<file path="src/rtl/sinc_pkg.sv">
package sinc_pkg;

  // accumulator and narrow result widths
  localparam int ACC_W    = 32;
  localparam int NARROW_W = 16;
  // highest filter order supported
  localparam int MAX_ORD  = 3;

  typedef enum logic [1:0] {
    K_SINC1 = 2'd0,
    K_SINC2 = 2'd1,
    K_FAST  = 2'd2,
    K_SINC3 = 2'd3
  } kind_e;

  // filter order belonging to a type
  function automatic logic [1:0] order_of(kind_e k);
    case (k)
      K_SINC1: return 2'd1;
      K_SINC3: return 2'd3;
      default: return 2'd2;
    endcase
  endfunction

  // number of withheld results after a start
  function automatic logic [1:0] hold_count(kind_e k);
    return order_of(k) - 2'd1;
  endfunction

  // effective period minus one, in accepted samples
  function automatic logic [8:0] period_m1(kind_e k, logic [7:0] osr_m1);
    if (k == K_FAST) return {osr_m1, 1'b1};
    return {1'b0, osr_m1};
  endfunction

  // output formatting: full width, or shift then clamp to the narrow range
  function automatic logic [ACC_W-1:0] fmt_out(logic [ACC_W-1:0] v,
                                               logic wide,
                                               logic [4:0] sh);
    logic signed [ACC_W-1:0] s;
    logic signed [ACC_W-1:0] hi;
    logic signed [ACC_W-1:0] lo;
    hi = $signed({{(ACC_W-NARROW_W+1){1'b0}}, {(NARROW_W-1){1'b1}}});
    lo = ~hi;
    s  = $signed(v) >>> sh;
    if (wide)    return v;
    if (s > hi)  return hi;
    if (s < lo)  return lo;
    return s;
  endfunction

endpackage

</file>
<file path="src/rtl/sinc_ctrl.sv">
module sinc_ctrl
  import sinc_pkg::*;
#(
  parameter int OSR_W = 8
) (
  input  logic             clk,
  input  logic             rst_n,
  input  logic             cfg_en,
  input  kind_e            kind,
  input  logic [OSR_W-1:0] osr_m1,
  input  logic             sync_sel,
  input  logic             master_en,
  input  logic             pwm_sync,
  input  logic             bit_vld,
  output logic             clr,
  output logic             take,
  output logic             dec_evt,
  output logic             settled
);

  localparam int CNT_W = OSR_W + 1;

  logic             armed_q;
  logic             run_q;
  logic [CNT_W-1:0] cnt_q;
  logic [1:0]       sc_q;

  logic             run_now;
  logic             restart;
  logic [CNT_W-1:0] last_idx;
  logic             period_end;

  // run condition depends on the chosen start source
  assign run_now  = cfg_en & (sync_sel ? armed_q : master_en);
  // master mode restarts on the rising run condition, PWM mode on every pulse
  assign restart  = sync_sel ? (cfg_en & pwm_sync) : (run_now & ~run_q);
  assign clr      = ~run_now | restart;
  assign take     = run_now & ~restart & bit_vld;

  assign last_idx   = CNT_W'(period_m1(kind, 8'(osr_m1)));
  assign period_end = (cnt_q == last_idx);
  assign dec_evt    = take & period_end;
  assign settled    = (sc_q >= hold_count(kind));

  // PWM arming: set by a pulse while enabled, dropped when disabled
  always_ff @(posedge clk or negedge rst_n) begin
    if (!rst_n) begin
      armed_q <= 1'b0;
    end else if (!cfg_en || !sync_sel) begin
      armed_q <= 1'b0;
    end else if (pwm_sync) begin
      armed_q <= 1'b1;
    end
  end

  always_ff @(posedge clk or negedge rst_n) begin
    if (!rst_n) begin
      run_q <= 1'b0;
    end else begin
      run_q <= run_now;
    end
  end

  // decimation phase counter
  always_ff @(posedge clk or negedge rst_n) begin
    if (!rst_n) begin
      cnt_q <= '0;
    end else if (clr) begin
      cnt_q <= '0;
    end else if (take) begin
      if (period_end) cnt_q <= '0;
      else            cnt_q <= cnt_q + CNT_W'(1);
    end
  end

  // settling counter: counts withheld results after a start
  always_ff @(posedge clk or negedge rst_n) begin
    if (!rst_n) begin
      sc_q <= '0;
    end else if (clr) begin
      sc_q <= '0;
    end else if (dec_evt && !settled) begin
      sc_q <= sc_q + 2'd1;
    end
  end

endmodule

</file>
<file path="src/rtl/sinc_integ.sv">
module sinc_integ
  import sinc_pkg::*;
(
  input  logic             clk,
  input  logic             rst_n,
  input  logic             clr,
  input  logic             take,
  input  logic             bit_in,
  input  logic [1:0]       order,
  output logic [ACC_W-1:0] integ_out
);

  // next-state value of each integrator, chained through the stages
  logic [MAX_ORD-1:0][ACC_W-1:0] acc_d;

  for (genvar k = 0; k < MAX_ORD; k++) begin : g_st
    logic [ACC_W-1:0] q;

    if (k == 0) begin : g_first
      assign acc_d[k] = q + (bit_in ? ACC_W'(1) : {ACC_W{1'b1}});
    end else begin : g_rest
      assign acc_d[k] = q + acc_d[k-1];
    end

    always_ff @(posedge clk or negedge rst_n) begin
      if (!rst_n) begin
        q <= '0;
      end else if (clr) begin
        q <= '0;
      end else if (take) begin
        q <= acc_d[k];
      end
    end
  end

  // tap the integrator matching the order, including this cycle's sample
  always_comb begin
    case (order)
      2'd1:    integ_out = acc_d[0];
      2'd2:    integ_out = acc_d[1];
      default: integ_out = acc_d[MAX_ORD-1];
    endcase
  end

endmodule

</file>
<file path="src/rtl/sinc_comb.sv">
module sinc_comb
  import sinc_pkg::*;
(
  input  logic             clk,
  input  logic             rst_n,
  input  logic             clr,
  input  logic             dec_evt,
  input  logic [ACC_W-1:0] din,
  input  logic [1:0]       order,
  output logic [ACC_W-1:0] dres
);

  // c[k] is the input of differentiator k, c[k+1] its output
  logic [MAX_ORD:0][ACC_W-1:0] c;

  assign c[0] = din;

  for (genvar k = 0; k < MAX_ORD; k++) begin : g_df
    logic [ACC_W-1:0] z;

    assign c[k+1] = c[k] - z;

    always_ff @(posedge clk or negedge rst_n) begin
      if (!rst_n) begin
        z <= '0;
      end else if (clr) begin
        z <= '0;
      end else if (dec_evt) begin
        z <= c[k];
      end
    end
  end

  always_comb begin
    case (order)
      2'd1:    dres = c[1];
      2'd2:    dres = c[2];
      default: dres = c[MAX_ORD];
    endcase
  end

endmodule

</file>
<file path="src/rtl/sinc_decim.sv">
module sinc_decim
  import sinc_pkg::*;
#(
  parameter int OSR_W = 8
) (
  input  logic             clk,
  input  logic             rst_n,
  input  logic             cfg_en,
  input  logic [1:0]       cfg_kind,
  input  logic [OSR_W-1:0] cfg_osr_m1,
  input  logic             cfg_wide,
  input  logic [4:0]       cfg_shift,
  input  logic             sync_sel,
  input  logic             master_en,
  input  logic             pwm_sync,
  input  logic             bit_vld,
  input  logic             bit_in,
  output logic [31:0]      dout,
  output logic             dout_rdy
);

  // named internal events, visible to the bound checker
  logic             clr;
  logic             take;
  logic             dec_evt;
  logic             settled;
  kind_e            kind;
  logic [1:0]       order;
  logic [ACC_W-1:0] integ_out;
  logic [ACC_W-1:0] dres;
  logic [ACC_W-1:0] dout_q;
  logic             rdy_q;

  assign kind  = kind_e'(cfg_kind);
  assign order = order_of(kind);

  sinc_ctrl #(.OSR_W(OSR_W)) u_ctrl (
    .clk       (clk),
    .rst_n     (rst_n),
    .cfg_en    (cfg_en),
    .kind      (kind),
    .osr_m1    (cfg_osr_m1),
    .sync_sel  (sync_sel),
    .master_en (master_en),
    .pwm_sync  (pwm_sync),
    .bit_vld   (bit_vld),
    .clr       (clr),
    .take      (take),
    .dec_evt   (dec_evt),
    .settled   (settled)
  );

  sinc_integ u_integ (
    .clk       (clk),
    .rst_n     (rst_n),
    .clr       (clr),
    .take      (take),
    .bit_in    (bit_in),
    .order     (order),
    .integ_out (integ_out)
  );

  sinc_comb u_comb (
    .clk     (clk),
    .rst_n   (rst_n),
    .clr     (clr),
    .dec_evt (dec_evt),
    .din     (integ_out),
    .order   (order),
    .dres    (dres)
  );

  // result register: loads only for settled results
  always_ff @(posedge clk or negedge rst_n) begin
    if (!rst_n) begin
      dout_q <= '0;
      rdy_q  <= 1'b0;
    end else begin
      rdy_q <= dec_evt & settled;
      if (dec_evt && settled) begin
        dout_q <= fmt_out(dres, cfg_wide, cfg_shift);
      end
    end
  end

  assign dout     = dout_q;
  assign dout_rdy = rdy_q;

endmodule

</file>
<file path="config.mk">
export PLATFORM = sky130hd
export DESIGN_NAME = sinc_decim
export DESIGN_NICKNAME = d
export VERILOG_FILES = /design/src/rtl/sinc_pkg.sv /design/src/rtl/sinc_ctrl.sv /design/src/rtl/sinc_integ.sv /design/src/rtl/sinc_comb.sv /design/src/rtl/sinc_decim.sv
export SDC_FILE = /design/constraint.sdc
export NUM_CORES = 1
export LEC_CHECK = 0
export ABC_AREA = 1
export BUFFER_PORTS_ARGS = -buffer_cell sky130_fd_sc_hd__buf_2
export CORE_MARGIN = 1
export CORE_UTILIZATION = 40
export CTS_CLUSTER_SIZE = 8
export DETAILED_ROUTE_END_ITERATION = 10
export GPL_ROUTABILITY_DRIVEN = 0
export PLACE_DENSITY = 0.54
export SLEW_MARGIN = 25
export SYNTH_ARGS = -nofsm -noshare
export SYNTH_HDL_FRONTEND = slang
export SYNTH_SLANG_ARGS = --single-unit
export TNS_END_PERCENT = 1
</file>
<file path="constraint.sdc">
create_clock -name clk -period 13.85 [get_ports clk]
set_input_delay 2.0775 -clock clk [delete_from_list [all_inputs] [get_ports clk]]
set_output_delay 2.0775 -clock clk [all_outputs]
set_load 0.02 [all_outputs]
</file>
======== After elaboration in Yosys (flattened, before gate mapping) ========
Cells that the tools add are included.
storage, ports and cells
  bits in registers ....................... 238
  input port bits ......................... 24
  output and inout bits ................... 33
  logic and storage cells ................. 95
operators by class
  add/sub/neg operators ................... 9
  $lt $le $gt $ge ......................... 3
  equal/unequal tests ..................... 5
  shifts and indexed selects .............. 1
  muxes and demuxes ....................... 43
  bitwise logic cells ..................... 11
  reduce and logical (&&, ||, !) cells .... 11
operators with widths
  operator                                              number
  2-to-1 mux 32 bit                                     19
  case mux 32 bit (2 select lines)                      2
  adder 32 bit                                          3
  subtractor 32 bit                                     3
  2-to-1 mux 9 bit                                      5
  > comparator 32 x 16 -> 1 bit, second input constant  1
  < comparator 32 x 16 -> 1 bit, second input constant  1
  >>> shifter 32 x 5 -> 32 bit                          1
  2-to-1 mux 1 bit                                      14
  adder 9 x 1 -> 9 bit, second input constant           1
  == test 9 bit                                         1
  nonzero test 2 bit                                    4
  AND 1 bit                                             7
  == test 2 bit, second input constant                  3
  2-to-1 mux 2 bit                                      2
  case mux 2 bit (2 select lines)                       1
  logical NOT 1 bit                                     3
  inverter 1 bit                                        3
  adder 2 x 1 -> 2 bit, second input constant           1
  == test 2 x 1 -> 1 bit, second input constant         1
  greater-or-equal comparator 2 bit                     1
  logical AND 1 bit                                     2
  logical NOT 2 bit                                     1
  subtractor 2 x 1 -> 2 bit, second input constant      1
  2 further kinds                                       2

======== Depth between registers and ports, before layout ========
  depth after elaboration ................. 20
  depth in mapped cells ................... 85
  depth with buffers taken out ............ 84

======== Hierarchy ========
A second synthesis with hierarchy kept.
second synthesis, totals
  cell total of the unflattened synthesis .. 3711
  area, all modules ....................... 24273.3 sq um
by module, submodules not included
  module      times used  cells each  area each (sq um)  sequential area each (sq um)
  sinc_comb   1           1469        9758.1             2402.3
  sinc_integ  1           1425        9719.3             2402.3
  sinc_decim  1           658         3722.3             825.8
  sinc_ctrl   1           159         1073.5             325.3

======== Least setup slack after synthesis ========
OpenSTA, ideal clock, no wires.
  path kind ............................... input port to flip-flop
  start ................................... input bit_in
  end ..................................... register dout_q[10] (netlist: dout[10])
  library setup time ...................... 117 ps
  data arrival time ....................... 12064 ps
  required time ........................... 13733 ps
  setup slack ............................. 1670 ps
  cell stages on the path ................. 76
  path buffers ............................ 1
  path through ............................ inv_1 > ha_1 > nand2_1 > nor2_1 > a211oi_1 > inv_1 > nand2_1 > nand2_1 > a21oi_1 > o21ai_0 > nand3_1 > nand2_1 > nand3_1 > nand2_1 > xor2_1 > ha_1 > nand2_1 > o21ai_0 > (+40 left out) > nand2_1 > nand3b_1 > nand3_2 > nand2_4 > nand2_4 > nand2_1 > nand2_1 > nand2_2 > nand2_2 > o21ai_1 > nand3_1 > nor2_1 > nand4_1 > nand2_2 > buf_12 > nand3_2 > nand2_1 > nand2_1
between the ends
  longest elaborated chain between the ends .. 18
  elaborated cells between the ends (all ways) .. 25
  those cells by class .................... 6 x add/sub; 2 x order compare; 1 x shift; 16 x mux
RTL lines
  item                                  RTL line          source
  start: declaration                    sinc_decim.sv:17  input logic bit_in,
  2-to-1 mux 32 bit (*)                 sinc_integ.sv:20  assign acc_d[k] = q + (bit_in ? ACC_W'(1) : {ACC_W{1'b1}});
  adder 32 bit (*)                      sinc_integ.sv:20
  adder 32 bit (2 in a row)             sinc_integ.sv:22  assign acc_d[k] = q + acc_d[k-1];
  case mux 32 bit (2 select lines) (*)  sinc_integ.sv:38  case (order)
  subtractor 32 bit (*)                 sinc_comb.sv:21   assign c[k+1] = c[k] - z;
  subtractor 32 bit (2 in a row)        sinc_comb.sv:21
  case mux 32 bit (2 select lines) (*)  sinc_comb.sv:35   case (order)
  >>> shifter 32 x 5 -> 32 bit          sinc_pkg.sv:45    s = $signed(v) >>> sh;
  < comparator 32 x 16 -> 1 bit         sinc_pkg.sv:48    if (s < lo) return lo;
  2-to-1 mux 1 bit (2 in a row)         sinc_pkg.sv:48
  2-to-1 mux 1 bit                      sinc_pkg.sv:47    if (s > hi) return hi;
  2-to-1 mux 1 bit                      sinc_decim.sv:80  if (dec_evt && settled) begin
  2-to-1 mux 32 bit                     sinc_pkg.sv:49    return s;
  2-to-1 mux 32 bit                     sinc_pkg.sv:48
  2-to-1 mux 32 bit (*)                 sinc_pkg.sv:47
  end signal: assignment                sinc_decim.sv:81  dout_q <= fmt_out(dres, cfg_wide, cfg_shift);
  end: declaration                      sinc_decim.sv:31  logic [ACC_W-1:0] dout_q;
Mark *: on every way between the ends. The rest lies on a longest branch, timed or not. The select of a mux whose other input is x is not followed.
A chain may end at the register's enable or synchronous reset.

======== Worst setup path after layout ========
  start ................................... input bit_in
  end ..................................... register dout_q[0] (netlist: dout[0])
between the ends
  longest elaborated chain between the ends .. 18
  elaborated cells between the ends (all ways) .. 24
  those cells by class .................... 6 x add/sub; 2 x order compare; 1 x shift; 15 x mux
RTL lines
  item                                  RTL line
  2-to-1 mux 32 bit (*)                 sinc_integ.sv:20
  adder 32 bit (*)                      sinc_integ.sv:20
  adder 32 bit (2 in a row)             sinc_integ.sv:22
  case mux 32 bit (2 select lines) (*)  sinc_integ.sv:38
  subtractor 32 bit (*)                 sinc_comb.sv:21
  subtractor 32 bit (2 in a row)        sinc_comb.sv:21
  case mux 32 bit (2 select lines) (*)  sinc_comb.sv:35
  >>> shifter 32 x 5 -> 32 bit (*)      sinc_pkg.sv:45
  < comparator 32 x 16 -> 1 bit         sinc_pkg.sv:48
  2-to-1 mux 1 bit (2 in a row)         sinc_pkg.sv:48
  2-to-1 mux 1 bit                      sinc_pkg.sv:47
  2-to-1 mux 1 bit                      sinc_decim.sv:80
  2-to-1 mux 32 bit                     sinc_pkg.sv:49
  2-to-1 mux 32 bit (*)                 sinc_pkg.sv:48
  2-to-1 mux 32 bit (*)                 sinc_pkg.sv:47
Marks and branches as above.

==> out/summary.txt <==
startpoint types = input pin
FF/Latch Area = 5960 um2
clk_skew = 19.8 ps
Syn Std Cell Area = 21,800 um2
CP required = 14,270 ps
dpl hpwl = 46,300 um
total of max-cap violations = 0
Hold WC Path Type = flip-flop to flip-flop
crit end category = flip-flop
yosys warns = 0
CTS tree = yes
Iter 0 DRT Violations = 1,508
die width = 235 um
DRC violations left = 0
Yosys reg bits = 238
CP peak stage delay = 380 ps
initial antenna violation count = 0
first-pass GRT wire length = 105,000 um
grt ovf = 0
Final Cell Area = 24,000 um2
vias = 20,500
Initial Util = 0.405
antenna viol nets, final = 0
most frequent cells in the layout = nand2_1, inv_1, o21ai_0
Layout Nets = 3,309
clk_lat worst skew = 550 ps
fin cells = 3,784
Placed Area = 22,600 um2
synth unique cells = 66
commonest non-fill, non-tap cell in the layout = nand2_1
die height = 235 um
Slew Viols, Final = 0
Power Dens Cells = 158 nW/um2
htree depth = 2
Synth async-reset ratio = 1.00
fin crit share = 0.921
total track usage = 0.230
Mapped Cells = 3,062
Net Count, Synth = 3,291
clk slew on worst S/H paths = 50 ps
Core Box Area = 53,800 um2
CP max-delay cell = ha_1
Post-synth EDFFs = 0
via/cell ratio = 5.41
Root Driver = clkbuf_16
CTS Buf Count = 36
Setup WS pre-CTS = -70.8 ps
status = complete, no violations
proportion of layout cells with a drive suffix above 1 = 0.0891
Area Overhead vs Synth = 9.93%
number of buffers added on ports = 56
Rows = 85
TritonRoute pass-1 iters = 8
WL per Instance = 16.9 um
Worst Min Path Start = dout[28]$_DFFE_PN0P_
Worst-Margin Slew = 999 ps
largest net degree at the start of global routing = 158
Diodes inserted = 0
register area share after synthesis = 0.273
Setup violations, final = 0
Setup CP Type = input pin to flip-flop
Most Frequent Cell on Critical Path = nand2_1
Ports = 57
Final Critical Period = 12,750 ps
area of the multi-input gates = 13,900 um2
PnR worst setup slack = 1100 ps
full die area = 55,400 um2
fmax = 78.4 MHz
Tot Pwr = 3.79 mW
WL final = 63,900 um
vias in the first global route = 20,000
# fillers = 5,588
relative slew slack = 0.330
Worst Path Arrival = 13,170 ps
clk buf depth = 3
Mean Syn Cell Area = 7.12 um2
placed insts = 3,724
hold_buf cts = 0
Final Hold Fails = 0
CTS sink cnt = 238
worst-path fanout max = 8
reg2reg start = u_integ.g_st[0].q[0]$_DFFE_PN0P_
crit path launch = bit_in
worst vdd ir = 0.0941 mV
Main synth FF type = dfrtp_1
Static Leak = 12.0 nW
-- area by class of cell --
class,instances,area share
Multi-Input combinational cell,2287,0.582
Sequential cell,238,0.249
Inverter,426,0.0668
Clock buffer,44,0.0397
Tap cell,696,0.0364
Timing Repair Buffer,91,0.0253
Clock inverter,2,0.00104
-- worst max-delay path, delay by kind of cell --
family | cells | cell delay [ps]
AND/OR/NAND/NOR | 48 | 4940
adder cells (fa/ha/maj) | 6 | 2090
AO/OA/AOI/OAI | 11 | 2320
XOR/XNOR | 4 | 790
buffers and inverters | 9 | 930
-- kinds of logic (layout without fill, tap and decap cells) --
kind of cell	Yosys count	count (layout)	synth area share
AOI/OAI and AO/OA	811	811	0.220
xor gates and xnor gates	171	171	0.0687
adders and majority gates	205	205	0.120
buffers and inverters	538	563	0.0980
DFF	238	238	0.273
muxes	8	8	0.00367
and+or+nand+nor	1091	1092	0.216
-- path summary, 6_finish.rpt --
check / to / slack, ps / depth (start not counted)
min in group asynchronous: u_integ.g_st[0].q[27]$_DFFE_PN0P_ / 1530 / 1
max in group asynchronous: dout[0]$_DFFE_PN0P_ / 10940 / 3
worst max-delay path: dout[0]$_DFFE_PN0P_ / 1100 / 78
worst min register to register: dout[28]$_DFFE_PN0P_ / 480 / 1
worst max register to register: dout[0]$_DFFE_PN0P_ / 2390 / 76
worst min-delay path: dout[28]$_DFFE_PN0P_ / 480 / 1
-- registers in the layout, summed over array words and instances (netlist names) --
register / flops
u_ctrl.cnt_q: 9
u_integ.g_st.q: 96
u_ctrl.armed_q: 1
dout_rdy: 1
dout: 32
u_ctrl.run_q: 1
u_ctrl.sc_q: 2
u_comb.g_df.z: 96
-- power breakdown --
part	switching, mW	internal (mW)	leakage [nW]
registers	0.00470	0.704	3.32
logic	1.49	0.787	8.17
clock network	0.336	0.476	0.477
-- what timing repair did --
action	CTS	global route
hold endpoints to repair	0	0
endpoints found under the setup margin	0	31
gates resized for setup	0	56
setup buffers	0	11
-- layer usage --
| metal | up-vias | GRT usage | routed length [um] |
|---|---|---|---|
| met3 | 88 | 0.0252 | 2890 |
| met2 | 436 | 0.357 | 27800 |
| li1 | 10300 | - | - |
| met5 | - | 0 | 0 |
| met1 | 9670 | 0.334 | 31700 |
| met4 | 0 | 0.0685 | 1570 |
-- metrics by stage --
stage / util / hold slack, ps / TNS (ps)
2_1_floorplan: - / 456 / 0
3_3_place_gp: 0.420 / 468 / 0
3_5_place_dp: 0.420 / 471 / -430
4_1_cts: 0.438 / 488 / 0
5_1_grt: 0.445 / 501 / -11.6
6_report: 0.445 / 483 / 0
-- synth_stat cells, drive strengths merged, types with 12 or more instances --
cell type | count | area, um2
a21o | 16 | 120
a21oi | 217 | 1110
a31oi | 29 | 181
buf | 27 | 186
clkbuf | 83 | 332
dfrtp | 238 | 5960
ha | 199 | 2490
inv | 422 | 1580
nand2 | 750 | 2940
nand3 | 168 | 986
nand4 | 14 | 87.6
nor2 | 111 | 424
nor3 | 20 | 100
o211ai | 25 | 188
o21a | 30 | 225
o21ai | 298 | 1530
o21bai | 19 | 150
o221ai | 27 | 236
o22ai | 97 | 607
or2 | 12 | 75.1
xnor2 | 52 | 455
xor2 | 119 | 1040
(Power assumes the default switching activity.)
